**config.mk**
```make
export PLATFORM = sky130hd
export DESIGN_NAME = mc_ctrl_top
export DESIGN_NICKNAME = d
export VERILOG_FILES = /design/src/rtl/mcc_pkg.sv /design/src/rtl/mcc_next.sv /design/src/rtl/mcc_decode.sv /design/src/rtl/mc_ctrl_top.sv
export SDC_FILE = /design/constraint.sdc
export NUM_CORES = 1
export LEC_CHECK = 0
export ABC_AREA = 1
export BUFFER_PORTS_ARGS = -buffer_cell sky130_fd_sc_hd__buf_2
export CAP_MARGIN = 5
export CORE_MARGIN = 2
export CORE_UTILIZATION = 55
export CTS_CLUSTER_SIZE = 24
export DETAILED_ROUTE_END_ITERATION = 12
export HOLD_SLACK_MARGIN = 0.05
export PLACE_DENSITY = 0.84
export SKIP_CTS_REPAIR_TIMING = 1
export SYNTH_ARGS = -nofsm -noshare
export SYNTH_HDL_FRONTEND = slang
export SYNTH_SLANG_ARGS = --single-unit
```
**constraint.sdc**
```tcl
create_clock -name clk -period 4.1 [get_ports clk]
set_input_delay 0.41 -clock clk [delete_from_list [all_inputs] [get_ports clk]]
set_output_delay 0.41 -clock clk [all_outputs]
set_load 0.02 [all_outputs]
```
**src/rtl/mcc_pkg.sv**
```systemverilog
package mcc_pkg;
  localparam int OPC_W   = 6;
  localparam int CAUSE_W = 5;
  localparam int ST_W    = 4;
  localparam int PCS_W   = 2;
  localparam int BSEL_W  = 3;
  localparam int AOP_W   = 2;

  typedef enum logic [ST_W-1:0] {
    ST_FETCH   = 4'h0,
    ST_DECODE  = 4'h1,
    ST_BEQ     = 4'h2,
    ST_JMP     = 4'h3,
    ST_R_EX    = 4'h4,
    ST_R_WB    = 4'h5,
    ST_ORI_EX  = 4'h6,
    ST_ORI_WB  = 4'h7,
    ST_LW_AD   = 4'h8,
    ST_LW_MEM  = 4'h9,
    ST_LW_WB   = 4'hA,
    ST_SW_AD   = 4'hB,
    ST_SW_MEM  = 4'hC,
    ST_X_UNDEF = 4'hD,
    ST_X_OVF   = 4'hE,
    ST_X_IRQ   = 4'hF
  } st_e;

  localparam logic [OPC_W-1:0] OP_RR  = 6'h00;
  localparam logic [OPC_W-1:0] OP_JMP = 6'h02;
  localparam logic [OPC_W-1:0] OP_BEQ = 6'h04;
  localparam logic [OPC_W-1:0] OP_ORI = 6'h0D;
  localparam logic [OPC_W-1:0] OP_LW  = 6'h23;
  localparam logic [OPC_W-1:0] OP_SW  = 6'h2B;

  localparam logic [PCS_W-1:0] PCS_INC = 2'd0;
  localparam logic [PCS_W-1:0] PCS_ALU = 2'd1;
  localparam logic [PCS_W-1:0] PCS_JMP = 2'd2;
  localparam logic [PCS_W-1:0] PCS_VEC = 2'd3;

  localparam logic [BSEL_W-1:0] BS_REG  = 3'd0;
  localparam logic [BSEL_W-1:0] BS_FOUR = 3'd1;
  localparam logic [BSEL_W-1:0] BS_SEXT = 3'd2;
  localparam logic [BSEL_W-1:0] BS_SSHL = 3'd3;
  localparam logic [BSEL_W-1:0] BS_ZEXT = 3'd4;

  localparam logic [AOP_W-1:0] AOP_ADD = 2'd0;
  localparam logic [AOP_W-1:0] AOP_SUB = 2'd1;
  localparam logic [AOP_W-1:0] AOP_FN  = 2'd2;
  localparam logic [AOP_W-1:0] AOP_OR  = 2'd3;

  typedef struct packed {
    logic               ir_ld;
    logic               pc_ld;
    logic               pc_ld_zero;
    logic               waitable;
    logic               mem_rd;
    logic               mem_wr;
    logic               addr_alu;
    logic               mdr_ld;
    logic               alu_a_pc;
    logic               alu_out_ld;
    logic               reg_wr;
    logic               reg_dst_rd;
    logic               wb_mem;
    logic               epc_ld;
    logic               cause_ld;
    logic [PCS_W-1:0]   pc_src;
    logic [BSEL_W-1:0]  b_sel;
    logic [AOP_W-1:0]   alu_op;
    logic [CAUSE_W-1:0] cause;
  } ctl_t;
endpackage

```
**src/rtl/mcc_next.sv**
```systemverilog
module mcc_next
  import mcc_pkg::*;
(
  input  st_e              cur,
  input  logic [OPC_W-1:0] opcode,
  input  logic             mem_wait,
  input  logic             alu_ovf,
  input  logic             irq_take,
  output st_e              nxt
);
  st_e dispatch;
  st_e retire;

  // Opcode dispatch out of decode
  always_comb begin
    case (opcode)
      OP_LW:   dispatch = ST_LW_AD;
      OP_SW:   dispatch = ST_SW_AD;
      OP_RR:   dispatch = ST_R_EX;
      OP_ORI:  dispatch = ST_ORI_EX;
      OP_BEQ:  dispatch = ST_BEQ;
      OP_JMP:  dispatch = ST_JMP;
      default: dispatch = ST_X_UNDEF;
    endcase
  end

  // Instruction boundary: pending enabled interrupt preempts the next fetch
  assign retire = irq_take ? ST_X_IRQ : ST_FETCH;

  always_comb begin
    nxt = cur;
    case (cur)
      ST_FETCH:   if (!mem_wait) nxt = ST_DECODE;
      ST_DECODE:  nxt = dispatch;
      ST_R_EX:    nxt = alu_ovf ? ST_X_OVF : ST_R_WB;
      ST_ORI_EX:  nxt = ST_ORI_WB;
      ST_LW_AD:   nxt = ST_LW_MEM;
      ST_LW_MEM:  if (!mem_wait) nxt = ST_LW_WB;
      ST_SW_AD:   nxt = ST_SW_MEM;
      ST_SW_MEM:  if (!mem_wait) nxt = retire;
      ST_R_WB, ST_ORI_WB, ST_LW_WB, ST_BEQ, ST_JMP: nxt = retire;
      default:    nxt = ST_FETCH;
    endcase
  end
endmodule

```
**src/rtl/mcc_decode.sv**
```systemverilog
module mcc_decode
  import mcc_pkg::*;
#(
  parameter logic [CAUSE_W-1:0] CAUSE_UNDEF = 5'd10,
  parameter logic [CAUSE_W-1:0] CAUSE_OVF   = 5'd12,
  parameter logic [CAUSE_W-1:0] CAUSE_IRQ   = 5'd0
) (
  input  st_e  st,
  output ctl_t c
);
  always_comb begin
    c = '0;
    case (st)
      ST_FETCH: begin
        c.ir_ld    = 1'b1;
        c.pc_ld    = 1'b1;
        c.waitable = 1'b1;
        c.mem_rd   = 1'b1;
        c.alu_a_pc = 1'b1;
        c.b_sel    = BS_FOUR;
        c.alu_op   = AOP_ADD;
        c.pc_src   = PCS_INC;
      end
      ST_DECODE: begin
        c.alu_a_pc   = 1'b1;
        c.b_sel      = BS_SSHL;
        c.alu_op     = AOP_ADD;
        c.alu_out_ld = 1'b1;
      end
      ST_BEQ: begin
        c.pc_ld_zero = 1'b1;
        c.pc_src     = PCS_ALU;
        c.b_sel      = BS_REG;
        c.alu_op     = AOP_SUB;
      end
      ST_JMP: begin
        c.pc_ld  = 1'b1;
        c.pc_src = PCS_JMP;
      end
      ST_R_EX: begin
        c.b_sel      = BS_REG;
        c.alu_op     = AOP_FN;
        c.alu_out_ld = 1'b1;
      end
      ST_R_WB: begin
        c.reg_wr     = 1'b1;
        c.reg_dst_rd = 1'b1;
      end
      ST_ORI_EX: begin
        c.b_sel      = BS_ZEXT;
        c.alu_op     = AOP_OR;
        c.alu_out_ld = 1'b1;
      end
      ST_ORI_WB: c.reg_wr = 1'b1;
      ST_LW_AD, ST_SW_AD: begin
        c.b_sel      = BS_SEXT;
        c.alu_op     = AOP_ADD;
        c.alu_out_ld = 1'b1;
      end
      ST_LW_MEM: begin
        c.mem_rd   = 1'b1;
        c.addr_alu = 1'b1;
        c.mdr_ld   = 1'b1;
        c.waitable = 1'b1;
      end
      ST_LW_WB: begin
        c.reg_wr = 1'b1;
        c.wb_mem = 1'b1;
      end
      ST_SW_MEM: begin
        c.mem_wr   = 1'b1;
        c.addr_alu = 1'b1;
        c.waitable = 1'b1;
      end
      ST_X_UNDEF, ST_X_OVF, ST_X_IRQ: begin
        c.alu_a_pc = 1'b1;
        c.b_sel    = BS_FOUR;
        c.alu_op   = AOP_SUB;
        c.epc_ld   = 1'b1;
        c.cause_ld = 1'b1;
        c.pc_ld    = 1'b1;
        c.pc_src   = PCS_VEC;
        c.cause    = (st == ST_X_UNDEF) ? CAUSE_UNDEF :
                     (st == ST_X_OVF)   ? CAUSE_OVF   : CAUSE_IRQ;
      end
      default: c = '0;
    endcase
  end
endmodule

```
**src/rtl/mc_ctrl_top.sv**
```systemverilog
module mc_ctrl_top
  import mcc_pkg::*;
#(
  parameter logic [CAUSE_W-1:0] CAUSE_UNDEF = 5'd10,
  parameter logic [CAUSE_W-1:0] CAUSE_OVF   = 5'd12,
  parameter logic [CAUSE_W-1:0] CAUSE_IRQ   = 5'd0
) (
  input  logic               clk,
  input  logic               rst,
  input  logic [OPC_W-1:0]   opcode,
  input  logic               alu_ovf,
  input  logic               alu_zero,
  input  logic               mem_wait,
  input  logic               irq,
  input  logic               irq_en,
  output logic               ir_load,
  output logic               pc_load,
  output logic [PCS_W-1:0]   pc_src,
  output logic               mem_read,
  output logic               mem_write,
  output logic               mem_addr_alu,
  output logic               mdr_load,
  output logic               alu_a_pc,
  output logic [BSEL_W-1:0]  alu_b_sel,
  output logic [AOP_W-1:0]   alu_op,
  output logic               alu_out_load,
  output logic               reg_write,
  output logic               reg_dst_rd,
  output logic               reg_from_mem,
  output logic               epc_load,
  output logic               cause_load,
  output logic [CAUSE_W-1:0] cause_code,
  output logic [ST_W-1:0]    state_code
);
  st_e  state_q;
  st_e  state_d;
  st_e  state_sel;
  ctl_t ctl_d;
  ctl_t ctl_q;
  logic hold;
  logic live;

  mcc_next u_next (
    .cur      (state_q),
    .opcode   (opcode),
    .mem_wait (mem_wait),
    .alu_ovf  (alu_ovf),
    .irq_take (irq & irq_en),
    .nxt      (state_d)
  );

  // Reset steers both the state and its decoded controls to fetch
  assign state_sel = rst ? ST_FETCH : state_d;

  mcc_decode #(
    .CAUSE_UNDEF (CAUSE_UNDEF),
    .CAUSE_OVF   (CAUSE_OVF),
    .CAUSE_IRQ   (CAUSE_IRQ)
  ) u_dec (
    .st (state_sel),
    .c  (ctl_d)
  );

  always_ff @(posedge clk) begin
    state_q <= state_sel;
    ctl_q   <= ctl_d;
  end

  assign live = ~rst;
  assign hold = ctl_q.waitable & mem_wait;

  assign ir_load      = live & ctl_q.ir_ld & ~hold;
  assign pc_load      = live & ((ctl_q.pc_ld & ~hold) | (ctl_q.pc_ld_zero & alu_zero));
  assign mdr_load     = live & ctl_q.mdr_ld & ~hold;
  assign mem_read     = live & ctl_q.mem_rd;
  assign mem_write    = live & ctl_q.mem_wr;
  assign reg_write    = live & ctl_q.reg_wr;
  assign alu_out_load = live & ctl_q.alu_out_ld;
  assign epc_load     = live & ctl_q.epc_ld;
  assign cause_load   = live & ctl_q.cause_ld;
  assign pc_src       = ctl_q.pc_src;
  assign mem_addr_alu = ctl_q.addr_alu;
  assign alu_a_pc     = ctl_q.alu_a_pc;
  assign alu_b_sel    = ctl_q.b_sel;
  assign alu_op       = ctl_q.alu_op;
  assign reg_dst_rd   = ctl_q.reg_dst_rd;
  assign reg_from_mem = ctl_q.wb_mem;
  assign cause_code   = ctl_q.cause;
  assign state_code   = state_q;
endmodule

```
Yosys cells after proc, flatten, opt, wreduce, memory -nomap -nowiden. Index checks and enable logic that the tools add are counted. W data, S select, Z words.

Logic and storage cells: 112. Register bits after elaboration: 31.

Eq/ne operators: 32. Mux-type cells: 26. Bitwise gates (word level): 19. Reductions and logical operators: 14.

Operator list (number): $eq A4 B4 Y1 const B (13); $pmux W4 S9 (1); $pmux W5 S7 (1); $eq A4 B3 Y1 const B (8); $mux W4 (8); $pmux W4 S6 (1); $reduce_or A5 Y1 (4); $eq A4 B2 Y1 const B (4); $and A1 B1 Y1 (15); $mux W1 (13); $eq A6 B6 Y1 const B (2); $reduce_or A3 Y1 (3); $eq A4 B1 Y1 const B (2); $logic_not A4 Y1 (2); $reduce_or A2 Y1 (4); $eq A6 B2 Y1 const B (1); $eq A6 B3 Y1 const B (1); $eq A6 B4 Y1 const B (1); $logic_not A6 Y1 (1); $pmux W2 S3 (1); $not A1 Y1 (3); $mux W2 (1); $or A1 B1 Y1 (1).

Logic depth before layout (Yosys ltp). Gate-level depths: netlist (run 1).

Depth after elaboration: 9. Gate-level depth with buffers: 13. Mapped depth without buffers: 13.

Hierarchy. Synthesis (run 1) repeated with hierarchy kept, for this count alone.

Cells, all modules: 208. Area, all modules: 1483.9 µm².

Modules (own cells, without submodules): mc_ctrl_top (cells an instance 76, instances 1, area each 844.6 µm²); mcc_next (cells an instance 77, instances 1, area each 385.4 µm²); mcc_decode (cells an instance 55, instances 1, area each 254.0 µm²).

Least setup slack after synthesis (run 1). OpenSTA, ideal clock, no wires.

Path type: reg-to-reg. Start: register state_q[3], in the netlist state_code[3]. End: register ctl_q[25] (netlist bit). Path slack: 2.454 ns. Stages on the path, launching flop included: 12. Data required time: 3.978 ns. Arrival time: 1.525 ns. Period minus slack after synthesis: 1.646 ns. Cell sequence: dfxtp_1 -> inv_2 -> nand2_2 -> o21ai_2 -> nand2_2 -> nand2_1 -> nor3_2 -> nand2_2 -> nand2_4 -> nand2_4 -> nand2_4 -> nand3_1.

RTL lines: start, declared (line mc_ctrl_top.sv:35) `st_e state_q;`; start signal, assigned (line mc_ctrl_top.sv:65) `state_q <= state_sel;`; end signal, assigned (line mc_ctrl_top.sv:66) `ctl_q <= ctl_d;`; end, declared (line mc_ctrl_top.sv:39) `ctl_t ctl_q;`.

==> results of run 1 <==
power by group:
part           switching (mW)  internal, mW  leakage (nW)
registers              0.0457         0.357         0.230
clock network          0.0748        0.0989        0.0279
logic                   0.438         0.204         0.760
total                   0.558         0.660          1.02
cell usage after synthesis:
master	count
a21oi_1	4
a21oi_2	1
and2_1	1
buf_4	13
conb_1	1
dfxtp_1	28
inv_1	32
inv_2	5
inv_4	1
nand2_1	41
nand2_2	9
nand2_4	4
nand3_1	26
nand3_2	1
nand3_4	1
nand4_1	1
nor2_1	22
nor2_2	7
nor2_4	3
nor3_2	2
o21ai_0	2
o21ai_1	2
o21ai_2	1
o21ai_4	1
worst min-delay path, cell delays in order:
cell and delay (ps):
buf_2 90, nand3_1 90, nand2_1 90, nor2_2 50, nand2_2 100, nor2_1 60
layer usage:
layer	vias up	track usage [%]	routed length, microns
li1	685	-	-
met1	556	24.3	1290
met2	38	30.1	1270
met3	2	4.42	154
met4	0	3.40	14
met5	-	0	0
through the flow:
step,hold slack (ps),std cells,utilization [%]
finish,604,270,66.5
global route,646,270,66.5
CTS,590,270,66.5
detailed placement,825,266,64.4
global placement,825,266,64.4
floorplan,749,210,-
sequential cells by signal (all words and copies together) (netlist names):
register      count
ctl_q            10
state_code        4
alu_b_sel         3
cause_code        3
alu_op            2
pc_src            2
alu_a_pc          1
mem_addr_alu      1
reg_dst_rd        1
reg_from_mem      1
final timing paths:
check / from / end / slack, ps / cells after the start
max: state_code[3] / ctl_q[25] / 2300 / 11
min reg2reg: state_code[0] / reg_dst_rd / 900 / 5
min: alu_ovf / reg_dst_rd / 600 / 6
max reg2reg: state_code[3] / ctl_q[25] / 2300 / 11
cell families after synthesis:
group,count (synthesis),synth area share [%]
and+or+nand+nor,118,40.7
buffers and inverters,51,16.3
DFF,28,37.7
AOI/OAI and AO/OA,11,4.97
other,1,0.252
cell type report:
class                           count  area (sq um)  area share (%)
Clock inverter                      1          30.0            1.79
Sequential cell                    28           561            33.4
Multi-Input combinational cell    131           687            40.9
Clock buffer                        3          22.5            1.34
Timing Repair Buffer               39           195            11.6
Tap cell                           30          37.5            2.24
Inverter                           38           145            8.65
layout by cell type (no fill, tap or decap), types with 3 or more instances in the layout:
cell type / count
nand2_4: 4
buf_2: 39
inv_2: 5
dfxtp_1: 28
nand2_1: 41
nand3_1: 26
a21oi_1: 4
nor2_1: 22
nand2_2: 9
nor2_4: 3
clkbuf_4: 3
nor2_2: 7
inv_1: 32
==> flow_summary.toml, run 1 <==
[floorplanning]
dieArea_sq_um = 3130
die_x_microns = 56.0
coreArea_sq_um = 2520
pin_count = 42
die_h_microns = 56.0
core.rowCount = 18
start_util_pct = 58.9

[finish]
diodes = 0
design_area_sq_um = 1680
layout-drive-gt1-share_pct = 32.9
syn_to_final_growth_pct = 12.9
fillers = 225
finalNetCount = 254

[route]
drtIter0Drc = 35
drt_pre_antenna_iters = 4
num_vias = 1281
wire_per_inst_microns = 10.1
drc = 0
antenna_left = 0
viasPerCell = 4.74
postRouteWirelength_microns = 2730

[sta]
worst_slack_ps = 2300
finalSetupViolations = 0
finalHoldViolCount = 0
max_freq_mhz = 556
fin_skew_ps = 5.09
min_period_ps = 1800
finalSetupTns_ps = 0
min_period_over_period_pct = 43.9
grt_setup_unrepaired = "false"
maxSlewViolCount = 0

[synth]
netlist.top_cell.by_area = "dfxtp_1"
synth_area_leaders = "dfxtp_1 (38%), nand2_1 (10%), nand3_1 (8.8%), inv_1 (8.1%), buf_4 (6.6%)"
synth_area_sq_um = 1490
postSynthAreaPerCell_sq_um = 7.11
netlist.area_leader.share_pct = 37.7
yosys_warnings = 0
synth.distinct_cells = 24
synth_cells = 209
yosysSeqAreaShare_pct = 37.7
synth_seq_cells = 28

[place]
placed_area_sq_um = 1630
place_ws_ps = 2310
hpwl_microns = 2170
portBuffers = 39
gp_congestion = 0.886

[critical_path]
crit_path_cell_trace = "inv_2 -> nand2_2 -> o21ai_2 -> nand2_2 -> nand2_1 -> nor3_2 -> nand2_2 -> nand2_4 -> inv_1 -> nand3_1 -> nand3_1"
critical_path.max_fanout = 6
cp.arrival_ps = 2020
cp.required_ps = 4320
cpPeakStageDelay_ps = 520
worstSetupPathType = "reg2reg"
crit_slowest_cell = "dfxtp_1"
crit_path_end_kind = "flop"
critPathBufInv = 2
crit_top_cell = "nand2_2"
worstSetupStartpointType = "flop"
cpLargestDelayFamily = "simple AND/OR/NAND/NOR gates"

[power]
p_per_area_nw_per_um2 = 726
cellLeakagePower_nw = 1.02
power_mw = 1.22
ir_drop_mv = 0.501

[global_routing]
gr-total-overflow = 0
antenna_found_initial = 0
grt_pass1_vias = 1103
grt_start_max_net_pins = 17
grt_pass1_wl_microns = 4610
grt.total_usage_pct = 18.2

[clock_network]
root_buffer = "clkbuf_4"
clk_latency_ps = 320
clock_sinks = 28
clk_path_buf_depth = 2
cts_tree = "built"
cts_inserted_buffers = 3
cts_htree_levels = 1
path_clk_slew_ps = 130

[run_status]
status = "completed"

[min_path]
min_path_type = "in2reg"

[flow_run]
maxCapViolCount = 0
(Power assumes the default switching activity.)
==> run 2, diff against run 1 <==
--- a/config.mk
+++ b/config.mk
@@ -9,11 +9,11 @@
 export BUFFER_PORTS_ARGS = -buffer_cell sky130_fd_sc_hd__buf_2
 export CAP_MARGIN = 5
 export CORE_MARGIN = 2
-export CORE_UTILIZATION = 55
+export CORE_UTILIZATION = 46
 export CTS_CLUSTER_SIZE = 24
 export DETAILED_ROUTE_END_ITERATION = 12
 export HOLD_SLACK_MARGIN = 0.05
-export PLACE_DENSITY = 0.84
+export PLACE_DENSITY = 0.75
 export SKIP_CTS_REPAIR_TIMING = 1
 export SYNTH_ARGS = -nofsm -noshare
 export SYNTH_HDL_FRONTEND = slang
==> constraint.sdc (replaced) <==
create_clock -name clk -period 1.6 [get_ports clk]
set_input_delay 0.16 -clock clk [delete_from_list [all_inputs] [get_ports clk]]
set_output_delay 0.16 -clock clk [all_outputs]
set_load 0.02 [all_outputs]
==> run 2 against run 1 <==
Effect of this change: the run now ends with negative setup slack left; sequential power increased to 2.7 times the previous value; first-iteration DRC count increased by 66%; non-clock buffer count increased by 13; clock power increased to 2.7 times the previous value; utilization decreased by 2.2 points; wire length increased by 29%; register-to-register slack got worse by 2400 ps; setup slack got worse by 2400 ps; count of clock-buffer cells in the layout unchanged; sequential cell count unchanged; via count increased by 11%.
==> flow_summary.toml, run 2 (synthesis gave the netlist of run 1 again) <==
[global_routing]
antenna_found_initial = 0
gr-total-overflow = 0
grt_start_max_net_pins = 17
grt_pass1_vias = 1134
grt.total_usage_pct = 16.7
grt_pass1_wl_microns = 4620

[route]
antenna_left = 0
postRouteWirelength_microns = 3510
drtIter0Drc = 58
wire_per_inst_microns = 11.8
drc = 0
drt_pre_antenna_iters = 4
viasPerCell = 4.79
num_vias = 1422

[power]
p_sw_mw = 1.74
switching_share_pct = 46.3
p_per_area_nw_per_um2 = 1920
power_mw = 3.76
pwr-share-comb_pct = 59.0
p_int_mw = 2.02
clockPowerShare_pct = 12.3
cellLeakagePower_nw = 1.15
p_seq_share_pct = 28.7
ir_drop_mv = 0.693

[sta]
min_period_over_period_pct = 106
finalHoldViolCount = 0
finalSetupTns_ps = -1270
max_freq_mhz = 590
fin_skew_ps = 3.62
grt_setup_unrepaired = "true"
min_period_ps = 1700
finalSetupViolations = 23
worst_slack_ps = -96.3
tightest_slew_ps = 512
max_slew_margin_pct = 65.8
maxSlewViolCount = 0

[place]
portBuffers = 39
gp_congestion = 0.841
place_inst = 283
place_ws_ps = -30.5
hpwl_microns = 2250

[clock_network]
path_clk_slew_ps = 150
clk_latency_ps = 330
clk_path_buf_depth = 2
cts_htree_levels = 1
cts_tree = "built"
root_buffer = "clkbuf_4"
clock_sinks = 28
cts_inserted_buffers = 3

[finish]
finalNetCount = 267
diodes = 0
layout_common_cells = "buf_2 (39), nand2_1 (36), inv_1 (30)"
final_common_cell = "buf_2"
final_cell_count_no_fill = 297
syn_to_final_growth_pct = 32.1
regMostFlops = "ctl_q"
layout-drive-gt1-share_pct = 47.0
final_core_util_pct = 64.3
largest_reg_flops = 10

[floorplanning]
start_util_pct = 48.7
core.rowCount = 20
pin_count = 42
dieArea_sq_um = 3700
coreArea_sq_um = 3050
die_h_microns = 60.8
die_x_microns = 60.8

[flow_run]
maxCapViolCount = 0

[critical_path]
crit_path_end_kind = "flop"
critical_path.max_fanout = 6
worstSetupPathType = "reg2reg"
cp.required_ps = 1890
worstSetupStartpointType = "flop"
cp.arrival_ps = 1980

[run_status]
status = "complete, but fails checks"
violations = "negative setup slack"

[min_path]
min_path_type = "in2reg"
==> run 2: cell types whose count changed in the layout (fill, tap and decap cells not counted), sizes merged <==
cell / previous run / this run
buf: 39 / 52
==> run 2: cell type report <==
cell class              count  area [sq um]
flip-flops and latches     28           576
multi-input cells         131           817
fillers                   262          1090
well taps                  44          55.1
clock inverters             1          30.0
inverters                  38           150
clock buffers               3          22.5
repair buffers             52           313
==> run 2: power by group through the flow <==
stage               sequential (mW)  combinational [mW]  clock [mW]
finish                         1.08                2.22       0.464
global route                   1.10                2.38       0.489
CTS                            1.03                1.70       0.470
floorplan                      1.13                1.26           0
detailed placement             1.05                1.69           0
global placement               1.05                1.66           0
==> run 2: final timing paths <==
path                                     from   endpoint  slack [ps]  cells after the start
worst max-delay path            state_code[1]  pc_src[0]        -100                     11
worst min-delay path                  alu_ovf  ctl_q[16]         460                      6
worst max register to register  state_code[1]  pc_src[0]        -100                     11
worst min register to register  state_code[2]  pc_src[1]         840                      5
==> run 2: stage by stage <==
step | area [sq um] | hold slack, ps
finish | 1960 | 456
global route | 1960 | 479
CTS | 1720 | 322
detailed placement | 1670 | 576
global placement | 1670 | 575
floorplan | 1490 | 397
==> run 2: metal layers <==
| metal | share of wire [%] | track usage (%) | wire length (microns) |
|---|---|---|---|
| met1 | 42 | 21.5 | 1460 |
| met2 | 49 | 28.4 | 1710 |
| met3 | 5.4 | 2.56 | 190 |
| met4 | 4.3 | 5.59 | 150 |
| met5 | 0 | 0 | 0 |
==> run 2: critical path, cell delays in order (launching register included) <==
cell,delay (ps)
dfxtp_4,400
nor2_4,190
inv_2,70
nor2_4,100
nand2_2,90
nand3_2,70
nor2_2,50
nand2_2,100
nand2_4,120
nor2_2,220
nand2_1,140
nand2_1,100
